[src/rtl/jtag_ucode_pkg.sv]
package jtag_ucode_pkg;

    typedef enum logic [3:0] {
        ST_RESET,
        ST_IDLE,
        ST_SEL_DR,
        ST_CAP_DR,
        ST_SH_DR,
        ST_EX1_DR,
        ST_PAU_DR,
        ST_EX2_DR,
        ST_UPD_DR,
        ST_SEL_IR,
        ST_CAP_IR,
        ST_SH_IR,
        ST_EX1_IR,
        ST_PAU_IR,
        ST_EX2_IR,
        ST_UPD_IR
    } tap_state_e;

    localparam int IR_W = 4;

    localparam logic [IR_W-1:0] OP_BYPASS  = 4'b1111;
    localparam logic [IR_W-1:0] OP_UCODE   = 4'b0111;
    localparam logic [IR_W-1:0] OP_CLAMP   = 4'b1010;
    localparam logic [IR_W-1:0] OP_HIGHZ   = 4'b1011;
    localparam logic [IR_W-1:0] OP_SAMPLE  = 4'b0101;
    localparam logic [IR_W-1:0] OP_EXTEST  = 4'b0000;
    localparam logic [IR_W-1:0] IR_CAPTURE = 4'b0001;

    typedef enum logic [2:0] {
        I_BYPASS,
        I_UCODE,
        I_CLAMP,
        I_HIGHZ,
        I_SAMPLE,
        I_EXTEST
    } instr_e;

    function automatic instr_e decode_op(input logic [IR_W-1:0] op);
        case (op)
            OP_UCODE:  return I_UCODE;
            OP_CLAMP:  return I_CLAMP;
            OP_HIGHZ:  return I_HIGHZ;
            OP_SAMPLE: return I_SAMPLE;
            OP_EXTEST: return I_EXTEST;
            OP_BYPASS: return I_BYPASS;
            default:   return I_BYPASS;
        endcase
    endfunction

endpackage

[src/rtl/jtag_tap_fsm.sv]
module jtag_tap_fsm
    import jtag_ucode_pkg::*;
(
    input  logic tck,
    input  logic trst_n,
    input  logic tms,
    output logic in_reset,
    output logic cap_dr,
    output logic sh_dr,
    output logic upd_dr,
    output logic cap_ir,
    output logic sh_ir,
    output logic upd_ir
);

    tap_state_e state;
    tap_state_e nxt;

    always_comb begin
        nxt = ST_RESET;
        unique case (state)
            ST_RESET:  nxt = tms ? ST_RESET  : ST_IDLE;
            ST_IDLE:   nxt = tms ? ST_SEL_DR : ST_IDLE;
            ST_SEL_DR: nxt = tms ? ST_SEL_IR : ST_CAP_DR;
            ST_CAP_DR: nxt = tms ? ST_EX1_DR : ST_SH_DR;
            ST_SH_DR:  nxt = tms ? ST_EX1_DR : ST_SH_DR;
            ST_EX1_DR: nxt = tms ? ST_UPD_DR : ST_PAU_DR;
            ST_PAU_DR: nxt = tms ? ST_EX2_DR : ST_PAU_DR;
            ST_EX2_DR: nxt = tms ? ST_UPD_DR : ST_SH_DR;
            ST_UPD_DR: nxt = tms ? ST_SEL_DR : ST_IDLE;
            ST_SEL_IR: nxt = tms ? ST_RESET  : ST_CAP_IR;
            ST_CAP_IR: nxt = tms ? ST_EX1_IR : ST_SH_IR;
            ST_SH_IR:  nxt = tms ? ST_EX1_IR : ST_SH_IR;
            ST_EX1_IR: nxt = tms ? ST_UPD_IR : ST_PAU_IR;
            ST_PAU_IR: nxt = tms ? ST_EX2_IR : ST_PAU_IR;
            ST_EX2_IR: nxt = tms ? ST_UPD_IR : ST_SH_IR;
            ST_UPD_IR: nxt = tms ? ST_SEL_DR : ST_IDLE;
        endcase
    end

    always_ff @(posedge tck or negedge trst_n) begin
        if (!trst_n) state <= ST_RESET;
        else         state <= nxt;
    end

    always_comb begin
        in_reset = (state == ST_RESET);
        cap_dr   = (state == ST_CAP_DR);
        sh_dr    = (state == ST_SH_DR);
        upd_dr   = (state == ST_UPD_DR);
        cap_ir   = (state == ST_CAP_IR);
        sh_ir    = (state == ST_SH_IR);
        upd_ir   = (state == ST_UPD_IR);
    end

    // Run length of consecutive high tms samples, saturating at five.
    logic [2:0] hi_run;
    always_ff @(posedge tck or negedge trst_n) begin
        if (!trst_n)              hi_run <= 3'd0;
        else if (!tms)            hi_run <= 3'd0;
        else if (hi_run != 3'd5)  hi_run <= hi_run + 3'd1;
    end

    a_r1_five_tms_high: assert property (@(posedge tck) disable iff (!trst_n)
        (hi_run == 3'd5) |-> (state == ST_RESET));

endmodule

[src/rtl/jtag_ucode_store.sv]
module jtag_ucode_store #(
    parameter int             UW   = 32,
    parameter logic [UW-1:0]  INIT = '0
) (
    input  logic          tck,
    input  logic          trst_n,
    input  logic          cfg_done,
    input  logic          wr_en,
    input  logic [UW-1:0] wr_data,
    input  logic          reload,
    input  logic          capture,
    input  logic          shift,
    input  logic          tdi,
    output logic          so
);

    logic [UW-1:0] pending_q;
    logic [UW-1:0] running_q;
    logic [UW-1:0] id_sr;

    always_ff @(posedge tck or negedge trst_n) begin
        if (!trst_n)    pending_q <= INIT;
        else if (wr_en) pending_q <= wr_data;
    end

    always_ff @(posedge tck or negedge trst_n) begin
        if (!trst_n)     running_q <= INIT;
        else if (reload) running_q <= pending_q;
    end

    always_ff @(posedge tck or negedge trst_n) begin
        if (!trst_n)       id_sr <= '0;
        else if (capture)  id_sr <= cfg_done ? running_q : '1;
        else if (shift)    id_sr <= {tdi, id_sr[UW-1:1]};
    end

    assign so = id_sr[0];

    a_r4_capture_running: assert property (@(posedge tck) disable iff (!trst_n)
        (capture && cfg_done) |=> (id_sr == $past(running_q)));

    a_r5_unconfigured_ones: assert property (@(posedge tck) disable iff (!trst_n)
        (capture && !cfg_done) |=> (&id_sr));

    a_r6_running_needs_reload: assert property (@(posedge tck) disable iff (!trst_n)
        !reload |=> $stable(running_q));

endmodule

[src/rtl/jtag_bscan_chain.sv]
module jtag_bscan_chain #(
    parameter int PINS = 4
) (
    input  logic            tck,
    input  logic            trst_n,
    input  logic            capture,
    input  logic            shift,
    input  logic            update,
    input  logic            tdi,
    input  logic            drive_upd,
    input  logic            hiz,
    input  logic [PINS-1:0] core_out,
    input  logic [PINS-1:0] core_oe,
    output logic            so,
    output logic [PINS-1:0] pin_out,
    output logic [PINS-1:0] pin_oe
);

    localparam int BW = 2 * PINS;

    logic [BW-1:0] cap_sr;
    logic [BW-1:0] upd_q;

    always_ff @(posedge tck or negedge trst_n) begin
        if (!trst_n)      cap_sr <= '0;
        else if (capture) cap_sr <= {core_oe, core_out};
        else if (shift)   cap_sr <= {tdi, cap_sr[BW-1:1]};
    end

    always_ff @(posedge tck or negedge trst_n) begin
        if (!trst_n)     upd_q <= '0;
        else if (update) upd_q <= cap_sr;
    end

    assign so = cap_sr[0];

    for (genvar p = 0; p < PINS; p++) begin : g_pin
        assign pin_out[p] = (drive_upd && !hiz) ? upd_q[p] : core_out[p];
        assign pin_oe[p]  = hiz       ? 1'b0
                          : drive_upd ? upd_q[PINS+p]
                          :             core_oe[p];
    end

    a_r9_update_only_on_strobe: assert property (@(posedge tck) disable iff (!trst_n)
        !update |=> $stable(upd_q));

endmodule

[src/rtl/jtag_ucode_tap.sv]
module jtag_ucode_tap
    import jtag_ucode_pkg::*;
#(
    parameter int                  PINS       = 4,
    parameter int                  UCODE_W    = 32,
    parameter logic [UCODE_W-1:0]  UCODE_INIT = 32'h0000_0001
) (
    input  logic               tck,
    input  logic               trst_n,
    input  logic               tms,
    input  logic               tdi,
    output logic               tdo,
    output logic               tdo_oe,
    input  logic               cfg_done,
    input  logic               ucode_wr_en,
    input  logic [UCODE_W-1:0] ucode_wr_data,
    input  logic               ucode_reload,
    input  logic [PINS-1:0]    core_out,
    input  logic [PINS-1:0]    core_oe,
    output logic [PINS-1:0]    pin_out,
    output logic [PINS-1:0]    pin_oe
);

    logic in_reset, cap_dr, sh_dr, upd_dr, cap_ir, sh_ir, upd_ir;

    jtag_tap_fsm u_fsm (
        .tck      (tck),
        .trst_n   (trst_n),
        .tms      (tms),
        .in_reset (in_reset),
        .cap_dr   (cap_dr),
        .sh_dr    (sh_dr),
        .upd_dr   (upd_dr),
        .cap_ir   (cap_ir),
        .sh_ir    (sh_ir),
        .upd_ir   (upd_ir)
    );

    // Instruction shift stage and active instruction
    logic [IR_W-1:0] ir_sr;
    instr_e          instr;

    always_ff @(posedge tck or negedge trst_n) begin
        if (!trst_n)     ir_sr <= IR_CAPTURE;
        else if (cap_ir) ir_sr <= IR_CAPTURE;
        else if (sh_ir)  ir_sr <= {tdi, ir_sr[IR_W-1:1]};
    end

    always_ff @(posedge tck or negedge trst_n) begin
        if (!trst_n)       instr <= I_BYPASS;
        else if (in_reset) instr <= I_BYPASS;
        else if (upd_ir)   instr <= decode_op(ir_sr);
    end

    logic sel_ucode, sel_bsr, mode_hold, mode_hiz;
    always_comb begin
        sel_ucode = (instr == I_UCODE);
        sel_bsr   = (instr == I_SAMPLE) || (instr == I_EXTEST);
        mode_hold = !in_reset && ((instr == I_EXTEST) || (instr == I_CLAMP));
        mode_hiz  = !in_reset && (instr == I_HIGHZ);
    end

    // One-stage bypass path
    logic byp_q;
    always_ff @(posedge tck or negedge trst_n) begin
        if (!trst_n)     byp_q <= 1'b0;
        else if (cap_dr) byp_q <= 1'b0;
        else if (sh_dr)  byp_q <= tdi;
    end

    logic uc_so;
    jtag_ucode_store #(
        .UW   (UCODE_W),
        .INIT (UCODE_INIT)
    ) u_ucode (
        .tck      (tck),
        .trst_n   (trst_n),
        .cfg_done (cfg_done),
        .wr_en    (ucode_wr_en),
        .wr_data  (ucode_wr_data),
        .reload   (ucode_reload),
        .capture  (cap_dr && sel_ucode),
        .shift    (sh_dr && sel_ucode),
        .tdi      (tdi),
        .so       (uc_so)
    );

    logic bsr_so;
    jtag_bscan_chain #(
        .PINS (PINS)
    ) u_bsr (
        .tck       (tck),
        .trst_n    (trst_n),
        .capture   (cap_dr && sel_bsr),
        .shift     (sh_dr && sel_bsr),
        .update    (upd_dr && sel_bsr),
        .tdi       (tdi),
        .drive_upd (mode_hold),
        .hiz       (mode_hiz),
        .core_out  (core_out),
        .core_oe   (core_oe),
        .so        (bsr_so),
        .pin_out   (pin_out),
        .pin_oe    (pin_oe)
    );

    // Serial output retimed to the falling edge
    always_ff @(negedge tck or negedge trst_n) begin
        if (!trst_n) begin
            tdo    <= 1'b0;
            tdo_oe <= 1'b0;
        end else begin
            tdo_oe <= sh_ir || sh_dr;
            if (sh_ir)                  tdo <= ir_sr[0];
            else if (sh_dr && sel_ucode) tdo <= uc_so;
            else if (sh_dr && sel_bsr)   tdo <= bsr_so;
            else if (sh_dr)              tdo <= byp_q;
            else                         tdo <= 1'b0;
        end
    end

    a_r1_reset_selects_bypass: assert property (@(posedge tck) disable iff (!trst_n)
        in_reset |=> (instr == I_BYPASS));

    a_r2_capture_ir_pattern: assert property (@(posedge tck) disable iff (!trst_n)
        cap_ir |=> (ir_sr == IR_CAPTURE));

    a_r3_bypass_captures_zero: assert property (@(posedge tck) disable iff (!trst_n)
        cap_dr |=> (byp_q == 1'b0));

    a_r7_clamp_pins_steady: assert property (@(posedge tck) disable iff (!trst_n)
        ((instr == I_CLAMP) && $past(instr == I_CLAMP) && !in_reset && !$past(in_reset))
        |-> ($stable(pin_out) && $stable(pin_oe)));

    a_r8_highz_no_drive: assert property (@(posedge tck) disable iff (!trst_n)
        ((instr == I_HIGHZ) && !in_reset) |-> (pin_oe == '0));

    a_r11_oe_only_in_shift: assert property (@(posedge tck) disable iff (!trst_n)
        tdo_oe |-> (sh_dr || sh_ir));

endmodule

[config.mk]
export PLATFORM = sky130hd
export DESIGN_NAME = jtag_ucode_tap
export DESIGN_NICKNAME = d
export VERILOG_FILES = /design/src/rtl/jtag_ucode_pkg.sv /design/src/rtl/jtag_tap_fsm.sv /design/src/rtl/jtag_ucode_store.sv /design/src/rtl/jtag_bscan_chain.sv /design/src/rtl/jtag_ucode_tap.sv
export SDC_FILE = /design/constraint.sdc
export NUM_CORES = 1
export LEC_CHECK = 0
export ABC_AREA = 1
export BUFFER_PORTS_ARGS = -buffer_cell sky130_fd_sc_hd__buf_2
export CAP_MARGIN = 10
export CELL_PAD_IN_SITES_DETAIL_PLACEMENT = 0
export CELL_PAD_IN_SITES_GLOBAL_PLACEMENT = 1
export CORE_MARGIN = 1
export CORE_UTILIZATION = 40
export CTS_BUF_LIST = sky130_fd_sc_hd__clkbuf_16
export DETAILED_ROUTE_END_ITERATION = 8
export PLACE_DENSITY_LB_ADDON = 0.1
export SYNTH_ARGS = -nofsm -noshare
export SYNTH_HDL_FRONTEND = slang
export SYNTH_HIERARCHICAL = 1
export SYNTH_SLANG_ARGS = --single-unit
[constraint.sdc]
create_clock -name tck -period 1.6 [get_ports tck]
set_input_delay 0.08 -clock tck [delete_from_list [all_inputs] [get_ports tck]]
set_output_delay 0.08 -clock tck [all_outputs]
set_load 0.02 [all_outputs]
== Word level (Yosys, flattened, before mapping) ==
Index checks and enable logic that the tools add are counted.
W data, S select, Z words.
Word-level totals
  flip-flop bits (word level): 126
  input port bits: 47
  logic and storage cells: 99
Cells by class
  equal/unequal tests: 24
  multiplexer cells: 41
  reductions and logical operators: 23
Operator list (number)
  $mux W32: 3
  $pmux W4 S12: 1
  $eq A4 B4 Y1 const B: 10
  $eq A4 B3 Y1 const B: 6
  $mux W4: 6
  $mux W1: 21
  $mux W8: 2
  $pmux W3 S5: 1
  $mux W3: 4
  $reduce_bool A2 Y1: 5
  $eq A4 B2 Y1 const B: 2
  $logic_and A1 B1 Y1: 8
  $logic_not A4 Y1: 2
  $eq A3 B2 Y1 const B: 2
  $eq A3 B3 Y1 const B: 2
  $mux W2: 3
  $eq A4 B1 Y1 const B: 1
  $reduce_or A2 Y1: 2
  $eq A3 B1 Y1 const B: 1
  $logic_or A1 B1 Y1: 3
  $reduce_or A3 Y1: 1
  $logic_not A1 Y1: 2

== Depth between registers and ports, before layout ==
  word-level depth: 6
  mapped depth: 13
  gate-level depth less buffers: 11

== Hierarchy ==
Netlist, hierarchy kept.
Modules (own cells, without submodules)
  jtag_ucode_store: instances 1, cells an instance 421, area each 3915.0 um^2
  jtag_bscan_chain: instances 1, cells an instance 116, area each 828.3 um^2
  jtag_ucode_tap: instances 1, cells an instance 79, area each 548.0 um^2
  jtag_tap_fsm: instances 1, cells an instance 69, area each 417.9 um^2

==> flow_metrics.tcl <==
set metrics [dict create \
    status "complete, but fails checks" \
    violations "negative setup slack" \
    final_hold_viol_count 0 \
    clkSinkCount 126 \
    wl_met3_um 311 \
    grt_pass1_vias 4804 \
    top_layer "met4" \
    post-synth-top-area-fraction_pct 53.0 \
    routed_wire_length_per_instance_um 12.6 \
    syn_inst 685 \
    total_wirelength_of_the_detailed_routed_design_mm 13.0 \
    place.gp.congestion 0.797 \
    final-setup-viol-count 52 \
    vdd_ir_drop_max_mv 0.810 \
    dpl-instance-area_sq_um 6450 \
    cts.htree.levels 4 \
    seq_cell_area_sq_um 3160 \
    yosysSeqAreaShare_pct 55.3 \
    antenna_violations_before_repair 0 \
    leakagePower_nw 3.82 \
    timing.slew.headroom_pct 55.7 \
    post-route-min-period_ns 1.98 \
    number_of_vias_after_detailed_routing 4860 \
    drt.antenna.violating_nets 0 \
    final_common_cell "nand2_1" \
    timing.final.max_slew_violations 0 \
    floorplan.core_area_sq_um 13900 \
    async_set_or_reset_register_ratio_after_synthesis_pct 100 \
    cell_type_with_the_highest_aggregate_area_in_the_netlist "dfrtp_1" \
    floorplan.initialDensity_pct 41.1 \
    r2r_start "u_fsm/state[3]" \
    synth_top_flop_cell "dfrtp_1" \
    fillCellCount 1203 \
    fin_skew_ns 0.0216 \
    wl_met2_mm 6.44 \
    clock_latency_ns 0.41 \
    cp.arrival_ns 1.90 \
    clock_tree.buffer_depth 2 \
    maxCapViolCount 0 \
    cts.clk_slew.worst_paths_ns 0.06 \
    drc 0 \
    layout.cell_area.non_filler_sq_um 8150 \
    tightestPinTransition_ns 0.665 \
    final.period_utilization_pct 124 \
    critical_path_class "register to output pin" \
    syn_avg_cell_area_sq_um 8.33 \
    placed_cells_incl_taps 935 \
    chipWidth_um 121 \
    timing.critical_path.required_ns 1.52 \
    hp-class "primary input to register" \
    worstSetupStartpoint "u_fsm/state[2]" \
    boundaryPins 57 \
    total_power_mw 10.6 \
    synth_seq_cells 126 \
    synth_area_leaders "dfrtp_1 (53%), nand2_1 (11%), o21ai_0 (7.0%)" \
    fin_ws_ns -0.378 \
    largest_net_degree_at_the_start_of_global_routing 117 \
    layout-drive-gt1-share_pct 29.1 \
    finalSetupTns_ns -7.69 \
    insertedDiodeCount 0 \
    design.final.nets 889 \
    dp_hpwl_mm 7.98 \
    wire_length_of_the_first_global_routing_pass_mm 22.4 \
    grt_util_all_layers_pct 19.5 \
    dieArea_sq_um 14800 \
    mappedNetlistArea_sq_um 5710 \
    clk_root_buffer_cell "clkbuf_16" \
    timing.critical_path.fanout_max 8 \
    hold-worst-slack_ns 0.0155 \
    finalNonFillerCells 1035 \
    vias_per_cell 4.70 \
    startpoint_class "register" \
    cts_made_buffers 17 \
    worstHoldStart "core_out[1]" \
    p_per_area_nw_per_um2 1300 \
    met1_length_mm 6.21 \
    synth_edf_count 0 \
    mostFrequentLayoutCells "nand2_1 (143), dfrtp_1 (120), o21ai_0 (77)" \
    cts_tree "built" \
    kind_of_end_point_of_the_critical_path "output pin" \
    synth.net_count 732 \
    port-buffer-count 56 \
    rsz0062_at_grt "yes" \
    multiInputGateArea_sq_um 2270 \
    detailedRoute.firstIterationViolations 275 \
    synth_cell_types 28 \
    std_cell_rows 43 \
    ys.warnings.count 6 \
    die_h_um 121 \
    area.growth.synth_to_final_pct 42.7 \
    first_pass_iters 4 \
    grt_remaining_overflow 0 \
    fmax_ghz 0.506 \
]
-- registers in the layout (all words and copies together) (netlist names) --
| register | count |
|---|---|
| byp_q | 1 |
| instr | 3 |
| ir_sr | 4 |
| tdo | 1 |
| tdo_oe | 1 |
| u_bsr/cap_sr | 8 |
| u_bsr/upd_q | 8 |
| u_fsm/state | 4 |
| u_ucode/id_sr | 32 |
| u_ucode/pending_q | 32 |
| u_ucode/running_q | 32 |
-- routing by layer --
layer | global-route usage, % | vias up
met5 | 0 | -
met4 | 6.40 | 0
met2 | 33.0 | 65
met3 | 4.23 | 6
met1 | 24.6 | 2284
li1 | - | 2505
-- area by class of cell --
class	count	share of cell area (%)
clock buffer	17	5.22
clock inverter	15	2.60
multi-input combinational	448	27.8
timing repair buffer	172	18.9
sequential	126	38.8
tap	180	2.76
inverter	77	3.92
-- worst max-delay path: stages, from the launching register on --
cell      delay (ns)
dfrtp_1         0.38
buf_6           0.13
nor2_4          0.04
nand2_4         0.07
inv_4           0.04
buf_6           0.11
a211oi_4        0.18
buf_12          0.16
nand2_8         0.08
o21ai_2         0.16
buf_6           0.13
-- stage by stage --
step                util, %  worst slack, ns
CTS                    57.0           -0.369
detailed placement     46.4           -0.284
global placement       46.4           -0.274
floorplan                 -           -0.423
global route           58.7           -0.457
finish                 58.7           -0.378
-- worst paths after layout --
kind	to	slack, ns	cells past startpoint
max	pin_out[2]	-0.38	10
min	u_bsr/cap_sr[1]	0.02	5
max reg2reg	tdo	-0.35	10
min reg2reg	u_ucode/running_q[31]	0.48	2
max in group asynchronous	u_fsm/state[3]	0.61	3
min in group asynchronous	u_bsr/upd_q[4]	0.08	2
-- report_power, final --
group          switching, mW  internal, mW  total [mW]  leakage [nW]
clock network           1.48          2.63        4.11         0.302
logic                   1.29          1.22        2.51          2.11
registers              0.286          3.68        3.96          1.41
-- cell usage after synthesis (2+ instances only) --
library cell / instances
a21oi_1: 35
buf_2: 18
buf_4: 2
buf_6: 5
clkbuf_1: 5
clkbuf_2: 4
dfrtn_1: 2
dfrtp_1: 121
dfstp_2: 3
inv_1: 69
inv_2: 7
nand2_1: 163
nand2_2: 5
nand3_1: 76
nand3_2: 8
nand4_1: 2
nor2_1: 61
nor2_2: 3
nor2_4: 2
o21ai_0: 80
o21ai_1: 7
-- cells by family (layout without fill, tap and decap cells) --
family / count (synthesis) / in the layout / synth area share (%)
buffers and inverters: 112 / 281 / 8.85
AND/OR/NAND/NOR: 323 / 324 / 24.9
AO/OA/AOI/OAI: 124 / 124 / 11.0
flip-flops: 126 / 126 / 55.3
-- repair_timing --
action | 4_1_cts | 5_1_grt
endpoints found under the setup margin | 52 | 58
hold buffers | 41 | 0
cloned | 2 | 1
pin swaps | 9 | 12
buffers inserted | 18 | 8
hold endpoints to repair | 163 | 0
resized for setup | 64 | 59
Note: power is estimated with default switching activity, not from simulation.
